### config.mk
export PLATFORM = sky130hd
export DESIGN_NAME = sram_strobe_ctrl
export DESIGN_NICKNAME = d
export VERILOG_FILES = /design/src/rtl/sram_ctrl_pkg.sv /design/src/rtl/phase_timer.sv /design/src/rtl/rd_capture.sv /design/src/rtl/dq_drive.sv /design/src/rtl/sram_strobe_ctrl.sv
export SDC_FILE = /design/constraint.sdc
export NUM_CORES = 1
export LEC_CHECK = 0
export ABC_AREA = 1
export BUFFER_PORTS_ARGS = -buffer_cell sky130_fd_sc_hd__buf_2
export CELL_PAD_IN_SITES_DETAIL_PLACEMENT = 1
export CELL_PAD_IN_SITES_GLOBAL_PLACEMENT = 1
export CORE_MARGIN = 2
export CORE_UTILIZATION = 35
export CTS_CLUSTER_SIZE = 40
export DETAILED_ROUTE_END_ITERATION = 8
export PLACE_DENSITY = 0.84
export SKIP_CTS_REPAIR_TIMING = 1
export SYNTH_ARGS = -nofsm -noshare
export SYNTH_HDL_FRONTEND = slang
export SYNTH_HIERARCHICAL = 1
export SYNTH_SLANG_ARGS = --single-unit
### constraint.sdc
create_clock -name clk -period 2.7 [get_ports clk]
set_clock_uncertainty 0.1 [all_clocks]
set_input_delay 0.675 -clock clk [delete_from_list [all_inputs] [get_ports clk]]
set_output_delay 0.675 -clock clk [all_outputs]
set_load 0.005 [all_outputs]
### src/rtl/sram_ctrl_pkg.sv
`timescale 1ns/1ps
package sram_ctrl_pkg;

  typedef enum logic [2:0] {
    ST_IDLE,
    ST_RD_ACCESS,
    ST_RD_CAPTURE,
    ST_WR_SETUP,
    ST_WR_PULSE,
    ST_WR_END,
    ST_TURNAROUND
  } ctrl_state_e;

  // nanoseconds to whole clock cycles, rounded up, never below one
  function automatic int ns_to_cyc(input int ns, input int clk_ns);
    int c;
    c = (ns + clk_ns - 1) / clk_ns;
    return (c < 1) ? 1 : c;
  endfunction

  function automatic int max2(input int a, input int b);
    return (a > b) ? a : b;
  endfunction

endpackage

### src/rtl/phase_timer.sv
`timescale 1ns/1ps
module phase_timer #(
  parameter int CNT_W = 4
) (
  input  logic             clk,
  input  logic             rst,
  input  logic             load,
  input  logic [CNT_W-1:0] load_val,
  output logic             last
);
  logic [CNT_W-1:0] cnt_q;

  always_ff @(posedge clk) begin
    if (rst)
      cnt_q <= '0;
    else if (load)
      cnt_q <= load_val;
    else if (cnt_q != '0)
      cnt_q <= cnt_q - 1'b1;
  end

  assign last = (cnt_q == CNT_W'(1));
endmodule

### src/rtl/rd_capture.sv
`timescale 1ns/1ps
module rd_capture #(
  parameter int DATA_W = 8
) (
  input  logic              clk,
  input  logic              rst,
  input  logic              capture,
  input  logic [DATA_W-1:0] din,
  output logic              valid,
  output logic [DATA_W-1:0] data
);
  always_ff @(posedge clk) begin
    if (rst) begin
      valid <= 1'b0;
      data  <= '0;
    end else begin
      valid <= capture;
      if (capture) data <= din;
    end
  end
endmodule

### src/rtl/dq_drive.sv
`timescale 1ns/1ps
module dq_drive #(
  parameter int DATA_W = 8
) (
  input  logic              clk,
  input  logic              rst,
  input  logic              load,
  input  logic [DATA_W-1:0] wdata,
  input  logic              drive_on,
  input  logic              drive_off,
  output logic [DATA_W-1:0] dq_out,
  output logic              dq_oe
);
  always_ff @(posedge clk) begin
    if (rst) begin
      dq_out <= '0;
      dq_oe  <= 1'b0;
    end else begin
      if (load) dq_out <= wdata;
      if (drive_on)       dq_oe <= 1'b1;
      else if (drive_off) dq_oe <= 1'b0;
    end
  end
endmodule

### src/rtl/sram_strobe_ctrl.sv
`timescale 1ns/1ps
module sram_strobe_ctrl #(
  parameter int CLK_PERIOD_NS = 20,
  parameter int ADDR_W        = 15,
  parameter int DATA_W        = 8,
  parameter int T_ACCESS_NS   = 35,
  parameter int T_WPULSE_NS   = 20,
  parameter int T_DSETUP_NS   = 15,
  parameter int T_WCYCLE_NS   = 35,
  parameter int T_FLOAT_NS    = 35
) (
  input  logic              clk,
  input  logic              rst,
  input  logic              req_valid,
  output logic              req_ready,
  input  logic              req_write,
  input  logic [ADDR_W-1:0] req_addr,
  input  logic [DATA_W-1:0] req_wdata,
  output logic              rd_valid,
  output logic [DATA_W-1:0] rd_data,
  output logic [ADDR_W-1:0] mem_addr,
  output logic              mem_ce_n,
  output logic              mem_we_n,
  output logic              mem_oe_n,
  output logic [DATA_W-1:0] mem_dq_out,
  output logic              mem_dq_oe,
  input  logic [DATA_W-1:0] mem_dq_in
);
  import sram_ctrl_pkg::*;

  localparam int ACC_CYC   = ns_to_cyc(T_ACCESS_NS, CLK_PERIOD_NS);
  localparam int FLOAT_CYC = ns_to_cyc(T_FLOAT_NS, CLK_PERIOD_NS);
  localparam int WC_CYC    = ns_to_cyc(T_WCYCLE_NS, CLK_PERIOD_NS);
  // setup and end phases take one cycle each; the pulse covers the rest
  localparam int PULSE_CYC = max2(max2(ns_to_cyc(T_WPULSE_NS, CLK_PERIOD_NS),
                                       ns_to_cyc(T_DSETUP_NS, CLK_PERIOD_NS)),
                                  WC_CYC - 2);
  localparam int MAX_CYC   = max2(max2(ACC_CYC, FLOAT_CYC), PULSE_CYC);
  localparam int CNT_W     = $clog2(MAX_CYC + 1) + 1;

  ctrl_state_e       st_q, st_d;
  logic              ce_d, we_d, oe_d;
  logic [ADDR_W-1:0] addr_d;
  logic              tmr_load, tmr_last;
  logic [CNT_W-1:0]  tmr_val;
  logic              cap, wd_load, drv_on, drv_off;

  always_comb begin
    st_d     = st_q;
    ce_d     = mem_ce_n;
    we_d     = mem_we_n;
    oe_d     = mem_oe_n;
    addr_d   = mem_addr;
    tmr_load = 1'b0;
    tmr_val  = '0;
    cap      = 1'b0;
    wd_load  = 1'b0;
    drv_on   = 1'b0;
    drv_off  = 1'b0;
    unique case (st_q)
      ST_IDLE: begin
        if (req_valid) begin
          addr_d = req_addr;
          ce_d   = 1'b0;
          if (req_write) begin
            wd_load = 1'b1;
            st_d    = ST_WR_SETUP;
          end else begin
            oe_d     = 1'b0;
            tmr_load = 1'b1;
            tmr_val  = CNT_W'(ACC_CYC);
            st_d     = ST_RD_ACCESS;
          end
        end
      end
      ST_RD_ACCESS: begin
        if (tmr_last) begin
          cap  = 1'b1;
          ce_d = 1'b1;
          oe_d = 1'b1;
          st_d = ST_RD_CAPTURE;
        end
      end
      ST_RD_CAPTURE: begin
        tmr_load = 1'b1;
        tmr_val  = CNT_W'(FLOAT_CYC);
        st_d     = ST_TURNAROUND;
      end
      ST_TURNAROUND: begin
        if (tmr_last) st_d = ST_IDLE;
      end
      ST_WR_SETUP: begin
        we_d     = 1'b0;
        drv_on   = 1'b1;
        tmr_load = 1'b1;
        tmr_val  = CNT_W'(PULSE_CYC);
        st_d     = ST_WR_PULSE;
      end
      ST_WR_PULSE: begin
        if (tmr_last) begin
          we_d = 1'b1;
          st_d = ST_WR_END;
        end
      end
      ST_WR_END: begin
        ce_d    = 1'b1;
        drv_off = 1'b1;
        st_d    = ST_IDLE;
      end
      default: st_d = ST_IDLE;
    endcase
  end

  always_ff @(posedge clk) begin
    if (rst) begin
      st_q     <= ST_IDLE;
      mem_ce_n <= 1'b1;
      mem_we_n <= 1'b1;
      mem_oe_n <= 1'b1;
      mem_addr <= '0;
    end else begin
      st_q     <= st_d;
      mem_ce_n <= ce_d;
      mem_we_n <= we_d;
      mem_oe_n <= oe_d;
      mem_addr <= addr_d;
    end
  end

  assign req_ready = (st_q == ST_IDLE);

  phase_timer #(.CNT_W(CNT_W)) i_timer (
    .clk(clk), .rst(rst), .load(tmr_load), .load_val(tmr_val), .last(tmr_last)
  );

  rd_capture #(.DATA_W(DATA_W)) i_rdcap (
    .clk(clk), .rst(rst), .capture(cap), .din(mem_dq_in),
    .valid(rd_valid), .data(rd_data)
  );

  dq_drive #(.DATA_W(DATA_W)) i_drive (
    .clk(clk), .rst(rst), .load(wd_load), .wdata(req_wdata),
    .drive_on(drv_on), .drive_off(drv_off),
    .dq_out(mem_dq_out), .dq_oe(mem_dq_oe)
  );
endmodule

==> results.rst, run 1 <==
.. list-table::
   :header-rows: 1

   * - Metric
     - Value
   * - Highest-delay cell along the critical path
     - dfxtp_1
   * - Global-route wire length before repair
     - approximately 8000 microns
   * - Maximum number of pins on one net before global-route repair
     - 25
   * - Grt total ovfl
     - 0
   * - Critical Path RT
     - ~1.9 ns
   * - Total Nets Final
     - approximately 360
   * - Initial detailed-routing violation count
     - 38
   * - Area growth syn-to-layout
     - 26.6%
   * - Class of the tightest hold or removal check
     - reg -> reg
   * - Total vias in the final route
     - roughly 1800
   * - Worst path top cell family by delay
     - flip-flops
   * - Drc violations
     - 0
   * - Number of nets still failing antenna checks after routing
     - 0
   * - Ratio of cells with drive above 1 in the final layout
     - 28.0%
   * - Die Span X
     - between 70 and 80 microns
   * - Initial cell density of the core
     - a little over a third
   * - Number of global-route vias before repair
     - about 1800
   * - Number of antenna violations at the first check in global routing
     - 0
   * - IR drop worst, VDD
     - approximately 330 uV
   * - Filler cell count in the final layout
     - between 700 and 800
   * - H-tree depth
     - 2
   * - Full die area
     - roughly 0.0058 sq mm
   * - Dominant cell type by area after synthesis
     - dfxtp_1
   * - Cells after synthesis
     - between 200 and 300
   * - Switching power total
     - between 0.0007 and 0.0008 W
   * - Worst endpoint data arrival time
     - roughly 1.5 ns
   * - Row Count
     - 26
   * - Chip Height
     - between 70 and 80 microns
   * - Cell chain of the critical path
     - nor3_4 -> buf_4 -> buf_2
   * - PortBufs
     - a little over 70
   * - Area share of the largest cell type after synthesis
     - a little under half
   * - Number of buffers created by CTS
     - 5
   * - Count of different cell masters after synthesis
     - 26
   * - Yosys synthesis warning count
     - 6
   * - Critical Path Fanout Max
     - 11
   * - Number of endpoints failing setup at the final stage
     - 0
   * - Floorplan Core Area
     - just over 0.005 sq mm
   * - Cell types occupying the most area after synthesis
     - dfxtp_1, nor2_1, nand2_1, nand3_1, inv_1
   * - Total cell area at the placement stage
     - 0.00221 sq mm
   * - Net Count, Synth
     - 292
   * - Switching share of power
     - between 30% and 40%
   * - Final routed wirelength across all metal layers
     - approximately 4700 microns
   * - Sequential cell area fraction in the yosys report
     - 45.9%
   * - Most common cell after layout, fill and taps aside
     - buf_2
   * - CP peak stage delay
     - roughly 0.42 ns
   * - Summed area of non-filler cells in the final layout
     - roughly 0.0023 sq mm
   * - Final setup TNS
     - 0 ns
   * - Power density over the cells
     - approximately 900 mW/mm^2
   * - Routed wire length per instance
     - 11.8 microns
   * - Layout Cells excl Fill
     - slightly below 400
   * - Reg power frac
     - between 40% and 50%
   * - Unrepaired setup endpoints after global routing
     - no
   * - Synthesized area per cell
     - slightly above 7 sq um
   * - Worst setup path class
     - reg -> out
   * - Clock tree from TritonCTS
     - built
   * - Number of max-slew violations in the final report
     - 0
   * - Endpoint type of the worst setup path
     - output pin
   * - Mapped Area
     - between 0.0015 and 0.002 sq mm
   * - # IOs
     - a little over 70
   * - Global-route total usage across every layer
     - between 10% and 20%
   * - Crit start category
     - register
   * - Ratio of final minimum period to clock period
     - 83.2%
   * - Clock network power share
     - between 20% and 30%
   * - Root Buffer
     - clkbuf_8
   * - P_int
     - ~0.0013 W
   * - Clock buffer depth
     - 2
   * - Number of detailed-route iterations in the first pass
     - 4
   * - Highest-count cells in the layout ignoring fill and taps
     - buf_2, nor2_1, nand2_1
   * - Flip-flop and latch count after synthesis
     - 42
   * - Static leakage
     - roughly 1.2 nW
   * - Via density per instance
     - between 4 and 5
   * - Hold violation count in the final report
     - 0
   * - Achievable Freq
     - 445 MHz
   * - Status
     - finished clean
   * - Fraction of power consumed by combinational cells
     - about 36%
   * - Clock sink count
     - between 40 and 50
   * - Time the worst path needs with I/O delays and setup
     - 2.25 ns
   * - DP HPWL
     - around 3500 microns
   * - Total instance count after detailed placement
     - roughly 390
   * - Final Wtd Congestion
     - 0.767
   * - CP bufs+invs
     - 2
   * - Number of antenna repair diodes
     - 0
   * - Number of maximum-capacitance violations
     - 0
   * - Insertion delay to the later sink of the worst-skew pair
     - about 0.30 ns
   * - Clock slew seen by the registers of the worst setup and hold paths
     - ~0.080 ns
==> logic make-up (layout without fill, tap and decap cells) <==
logic type	Yosys count	count (layout)	share of synthesized area, %
other cells	1	1	0.205
flops	42	42	45.9
compound gates	37	37	11.1
fa+ha+maj	3	3	2.05
simple gates	132	132	30.3
buf+inv	39	110	10.5
==> flip-flops by register name, summed over array words and instances, names as in the netlist <==
signal          cells
i_timer/cnt_q       3
i_drive/dq_oe       1
i_rdcap/data        8
i_rdcap/valid       1
i_drive/dq_out      8
mem_oe_n            1
mem_ce_n            1
mem_we_n            1
st_q                3
mem_addr           15
==> Yosys cell counts (all sizes together) <==
master and number:
conb 1, o21a 1, dfxtp 42, a31oi 1
nor2 56, nand2 52, clkbuf 3, o21ai 16
ha 3, inv 29, nor3 2, nand3 21
o22ai 1, a21oi 17, buf 7, nand3b 1
o211ai 1
==> worst register-to-register path, stage by stage (launching register included) <==
cell and delay [ns]:
dfxtp_1 0.42, nor3_4 0.38, nand2_4 0.21, nor2_1 0.43, inv_2 0.16, nor2_1 0.14
nor2_1 0.06
==> through the flow <==
stage / setup slack, ns / util (%) / hold slack [ns] / total power, W
3_5_place_dp: 0.538 / 43.6 / 0.356 / 0.00166
2_1_floorplan: 0.864 / - / 0.349 / 0.00143
6_report: 0.454 / 45.7 / 0.365 / 0.00214
3_3_place_gp: 0.609 / 43.6 / 0.347 / 0.00164
4_1_cts: 0.421 / 45.7 / 0.369 / 0.00217
5_1_grt: 0.364 / 45.7 / 0.388 / 0.00233
==> area by class of cell <==
| class | count | area, sq um | area share, % |
|---|---|---|---|
| flip-flops and latches | 42 | 841 | 36.2 |
| multi-input cells | 173 | 803 | 34.6 |
| repair buffers | 73 | 370 | 16.0 |
| inverters | 29 | 109 | 4.69 |
| well taps | 70 | 87.6 | 3.78 |
| clock buffers | 5 | 68.8 | 2.97 |
| clock inverters | 3 | 40.0 | 1.73 |
==> power by group through the flow <==
stage          Sequential, W  Combinational (W)  Clock [W]
2_1_floorplan       0.000853           0.000577          0
3_3_place_gp        0.000878           0.000758          0
3_5_place_dp        0.000879           0.000786          0
4_1_cts             0.000868           0.000792   0.000511
5_1_grt             0.000889           0.000905   0.000533
6_report            0.000867           0.000780   0.000494
==> final timing paths <==
kind	from	endpoint	slack [ns]	depth (start not counted)
worst max-delay path	st_q[2]	req_ready	0.45	3
worst min-delay path	mem_addr[9]	mem_addr[9]	0.36	2
worst max register to register	st_q[2]	i_drive/dq_out[0]	0.68	6
worst min register to register	mem_addr[9]	mem_addr[9]	0.36	2
==> metal layers <==
metal,track usage [%],vias to the layer above,routed length [microns]
li1,-,928,-
met1,20.1,838,2060
met2,28.7,58,2220
met3,4.50,7,301
met4,7.64,0,91
met5,0,-,0
Power figures use the tool's default switching activity.
==> run 2: changes to the inputs <==
--- a/config.mk
+++ b/config.mk
@@ -5,15 +5,15 @@
 export SDC_FILE = /design/constraint.sdc
 export NUM_CORES = 1
 export LEC_CHECK = 0
-export ABC_AREA = 1
+export ABC_AREA = 0
 export BUFFER_PORTS_ARGS = -buffer_cell sky130_fd_sc_hd__buf_2
 export CELL_PAD_IN_SITES_DETAIL_PLACEMENT = 1
 export CELL_PAD_IN_SITES_GLOBAL_PLACEMENT = 1
 export CORE_MARGIN = 2
-export CORE_UTILIZATION = 35
+export CORE_UTILIZATION = 34
 export CTS_CLUSTER_SIZE = 40
 export DETAILED_ROUTE_END_ITERATION = 8
-export PLACE_DENSITY = 0.84
+export PLACE_DENSITY = 0.79
 export SKIP_CTS_REPAIR_TIMING = 1
 export SYNTH_ARGS = -nofsm -noshare
 export SYNTH_HDL_FRONTEND = slang
==> constraint.sdc (replaced) <==
create_clock -name clk -period 2.3 [get_ports clk]
set_clock_uncertainty 0.1 [all_clocks]
set_input_delay 0.575 -clock clk [delete_from_list [all_inputs] [get_ports clk]]
set_output_delay 0.575 -clock clk [all_outputs]
set_load 0.005 [all_outputs]
==> run 2 against run 1 <==
Effect of this change: global-route usage fell by 0.63 points; non-clock buffer count is 5 higher; final cell count decreased by 14%; first-iteration DRC count rose by 24%; worst hold slack got worse by 0.014 ns; flip-flop and latch count unchanged; utilization fell by 0.49 points.
==> results.rst, run 2 <==
.. list-table::
   :header-rows: 1

   * - Metric
     - Value
   * - Worst endpoint data arrival time
     - 1.23 ns (-0.24 ns)
   * - List of most frequent post-synthesis cells
     - dfxtp_1, nand2_1, nor2_1, a21oi_1, mux2i_1
   * - Final setup TNS
     - 0 ns (unchanged)
   * - Simple-gate share of the synthesized area
     - 23.2% (-7.1 points)
   * - Number of maximum-capacitance violations
     - 0 (unchanged)
   * - Global-route wire length before repair
     - 7660 microns (-5.5%)
   * - Length in cells of the worst reg-to-reg path
     - 7 (+1)
   * - Ratio of cells with drive above 1 in the final layout
     - 32.8% (+4.8 points)
   * - Initial cell density of the core
     - 34.9% (-1.2 points)
   * - Switching share of power
     - 33.5% (-3.6 points)
   * - Crit start category
     - register
   * - Via density per instance
     - 4.65 (+0.40%)
   * - Final Wtd Congestion
     - 0.778 (+1.4%)
   * - Unrepaired setup endpoints after global routing
     - no
   * - Fraction of registers with async set or reset after synthesis
     - 0% (unchanged)
   * - Smallest hold slack
     - 0.351 ns (-0.0135 ns)
   * - Reg-to-reg setup timing slack
     - 0.45 ns (-0.23 ns)
   * - Flip-flop and latch count after synthesis
     - 42 (unchanged)
   * - Worst setup path class
     - reg -> out
   * - Worst hold path stage count
     - 2 (unchanged)
   * - Area growth syn-to-layout
     - 29.5%
   * - Endpoint of the worst register-to-register path
     - i_rdcap/data[5]
   * - Most frequently used cell type in the post-synthesis netlist
     - dfxtp_1
   * - Status
     - finished clean
   * - Largest register FFs
     - 15 (unchanged)
   * - Total instance count after detailed placement
     - 333 (-14%)
   * - Critical Path Fanout Max
     - 9 (-2)
   * - Switching power total
     - 0.000785 W (-1.2%)
   * - Reg power frac
     - 40.7% (+0.2 points)
   * - Number of antenna repair diodes
     - 0 (unchanged)
   * - Insertion delay to the later sink of the worst-skew pair
     - 0.30 ns (about the same)
   * - Root Buffer
     - clkbuf_8
   * - Full die area
     - 0.00580 sq mm (-0.42%)
   * - P_int
     - 0.00156 W (+16%)
   * - Net Count, Synth
     - 236 (-19%)
   * - Final setup margin
     - 0.398 ns (-0.0563 ns)
   * - Number of nets still failing antenna checks after routing
     - 0 (unchanged)
   * - Drc violations
     - 0 (unchanged)
   * - Highest-count cells in the layout ignoring fill and taps
     - buf_2, dfxtp_1, nand2_1
   * - Synth Area in Compound Gates
     - 11.2% (+0.093 points)
   * - Endpoint type of the worst setup path
     - output pin
   * - DP HPWL
     - 3270 microns (-6.7%)
   * - Initial detailed-routing violation count
     - 47 (+24%)
   * - Number of enable flip-flop cells after synthesis
     - 0 (unchanged)
   * - Clock network power share
     - 25.3% (+2.2 points)
   * - Mapped Area
     - 0.00177 sq mm (-3.3%)
   * - Number of antenna violations at the first check in global routing
     - 0 (unchanged)
   * - Layout Cells excl Fill
     - 341 (-14%)
   * - Dominant cell type by area after synthesis
     - dfxtp_1
   * - Grt total ovfl
     - 0 (unchanged)
   * - Ratio of final minimum period to clock period
     - slightly above 80%
   * - Filler cell count in the final layout
     - 654 (-7.0%)
   * - Class of the tightest hold or removal check
     - reg -> reg
   * - PortBufs
     - 71 (unchanged)
   * - Critical Path RT
     - 1.62 ns (-0.30 ns)
   * - Die Span X
     - 76.2 microns (-0.21%)
   * - Global-route total usage across every layer
     - 16.3% (-0.63 points)
   * - End of the critical path
     - req_ready
   * - Final routed wirelength across all metal layers
     - 4490 microns (-4.0%)
   * - Regs by FF count
     - mem_addr (15), i_drive/dq_out (8), i_rdcap/data (8)
   * - Static leakage
     - 1.05 nW (-11%)
   * - Critical path launch point
     - st_q[0]
   * - Total vias in the final route
     - 1587 (-13%)
   * - Number of global-route vias before repair
     - 1580 (-13%)
   * - Maximum number of pins on one net before global-route repair
     - 30 (+20%)
   * - # IOs
     - 72 (unchanged)
   * - Power density over the cells
     - 1020 mW/mm^2 (+11%)
   * - Clock sink count
     - 42 (unchanged)
   * - Commonest register cell after synthesis
     - dfxtp_1
   * - Measured slew at the worst slew-check pin
     - between 0.5 and 0.6 ns
   * - Routed wire length per instance
     - 13.2 microns (+11%)
   * - Number of detailed-route iterations in the first pass
     - 4 (unchanged)
   * - H-tree depth
     - 2 (unchanged)
   * - Number of endpoints failing setup at the final stage
     - 0 (unchanged)
   * - Most common cell after layout, fill and taps aside
     - buf_2
   * - Post-Place Setup Slack
     - 0.191 ns (-0.347 ns)
   * - Count of different cell masters after synthesis
     - 35 (+35%)
   * - Time the worst path needs with I/O delays and setup
     - between 1.5 and 2 ns
   * - Post-synthesis share of cell area spent on full adders, half adders and majority gates
     - 2.12% (+0.069 points)
   * - IR drop worst, VDD
     - 308 uV (-7.5%)
   * - Area share of the largest cell type after synthesis
     - 47.5% (+1.6 points)
   * - Cell types occupying the most area after synthesis
     - dfxtp_1, mux2i_1, nand2_1, a21oi_1, nor2_1
   * - Clock buffer depth
     - 2 (unchanged)
   * - Cells after synthesis
     - 198 (-22%)
   * - Chip Height
     - 76.2 microns (-0.21%)
   * - Fraction of power consumed by combinational cells
     - 34.0% (-2.4 points)
   * - Hold violation count in the final report
     - 0 (unchanged)
   * - Clock tree from TritonCTS
     - built
   * - Row Count
     - 26 (unchanged)
   * - Total Nets Final
     - 308 (-15%)
   * - Crit Reg-Reg Startpoint
     - i_timer/cnt_q[1]
   * - Main combinational cell family by area after synthesis
     - simple AND/OR/NAND/NOR gates
   * - Clock slew seen by the registers of the worst setup and hold paths
     - 0.08 ns (about the same)
   * - Mux share of post-synthesis cell area
     - 9.60% (+9.6 points)
   * - Number of buffers created by CTS
     - 5 (unchanged)
   * - Synthesized area per cell
     - 8.95 sq um (+24%)
   * - Achievable Freq
     - about 530 MHz
   * - Number of max-slew violations in the final report
     - 0 (unchanged)
   * - Sequential cell area fraction in the yosys report
     - 47.5% (+1.6 points)
   * - Floorplan Core Area
     - 0.00507 sq mm (unchanged)
   * - Register containing the most flip-flops in the final layout
     - mem_addr
   * - Yosys synthesis warning count
     - 6 (unchanged)
   * - Headroom to the max-slew limit
     - roughly three fifths
   * - Xor/xnor share of the synthesized area
     - 0% (unchanged)
run 2: cell types whose count changed in the layout (fill, tap and decap cells not counted), sizes merged, moves of 3 or more:
| cell | previous run | this run |
|---|---|---|
| buf | 73 | 78 |
| inv | 29 | 8 |
| mux2i | 0 | 17 |
| o21ai | 16 | 2 |
| nand2 | 52 | 34 |
| nand3 | 21 | 0 |
| a21oi | 17 | 20 |
| nor2 | 56 | 24 |
| nor2b | 0 | 7 |
| nor4b | 0 | 3 |
run 2: how the worst min path moves through the flow:
stage | startpoint | end
after global placement | mem_addr[2] | mem_addr[2]
after CTS | mem_addr[2] | mem_addr[2]
after global routing | mem_addr[8] | mem_addr[8]
final | mem_addr[10] | mem_addr[10]
after floorplan | mem_addr[0] | mem_addr[0]
after detailed placement | mem_addr[2] | mem_addr[2]
run 2: cells by family after synthesis:
group	after synthesis
AO/OA/AOI/OAI	32
AND/OR/NAND/NOR	83
multiplexers	17
other	1
flip-flops	42
buffers and inverters	20
adder cells (fa/ha/maj)	3
run 2: critical path, stage by stage, from the launching register on:
cell and delay (ns):
dfxtp_1 0.39, buf_4 0.20, nor3_1 0.20, buf_2 0.15
run 2: cell type report:
type	count	area, sq um	share of cell area [%]
clock inverters	3	43.8	1.91
multi-input cells	136	820	35.7
clock buffers	5	68.8	3.00
flip-flops and latches	42	841	36.6
well taps	70	87.6	3.82
repair buffers	78	408	17.8
inverters	7	26.3	1.15
run 2: per-layer routing:
| metal | share of wire [%] | wire length (microns) | GRT usage, % | vias to the layer above |
|---|---|---|---|---|
| li1 | - | - | - | 800 |
| met2 | 49 | 2200 | 28.2 | 41 |
| met4 | 1.7 | 75 | 6.55 | 0 |
| met3 | 4.8 | 214 | 4.62 | 5 |
| met5 | 0 | 0 | 0 | - |
| met1 | 44 | 1990 | 19.1 | 741 |
run 2: power groups by stage:
stage | sequential, W | combinational [W] | clock, W
finish | 0.000954 | 0.000796 | 0.000593
global route | 0.000978 | 0.000897 | 0.000643
CTS | 0.000954 | 0.000809 | 0.000609
detailed placement | 0.000970 | 0.000805 | 0
global placement | 0.000966 | 0.000777 | 0
floorplan | 0.000959 | 0.000553 | 0
run 2: metrics by stage:
stage	cell area, sq um	power [W]	util, %
after floorplan	1770	0.00151	-
after global routing	2290	0.00252	45.2
final	2290	0.00234	45.2
after CTS	2290	0.00237	45.2
after global placement	2180	0.00174	43.0
after detailed placement	2180	0.00178	43.0
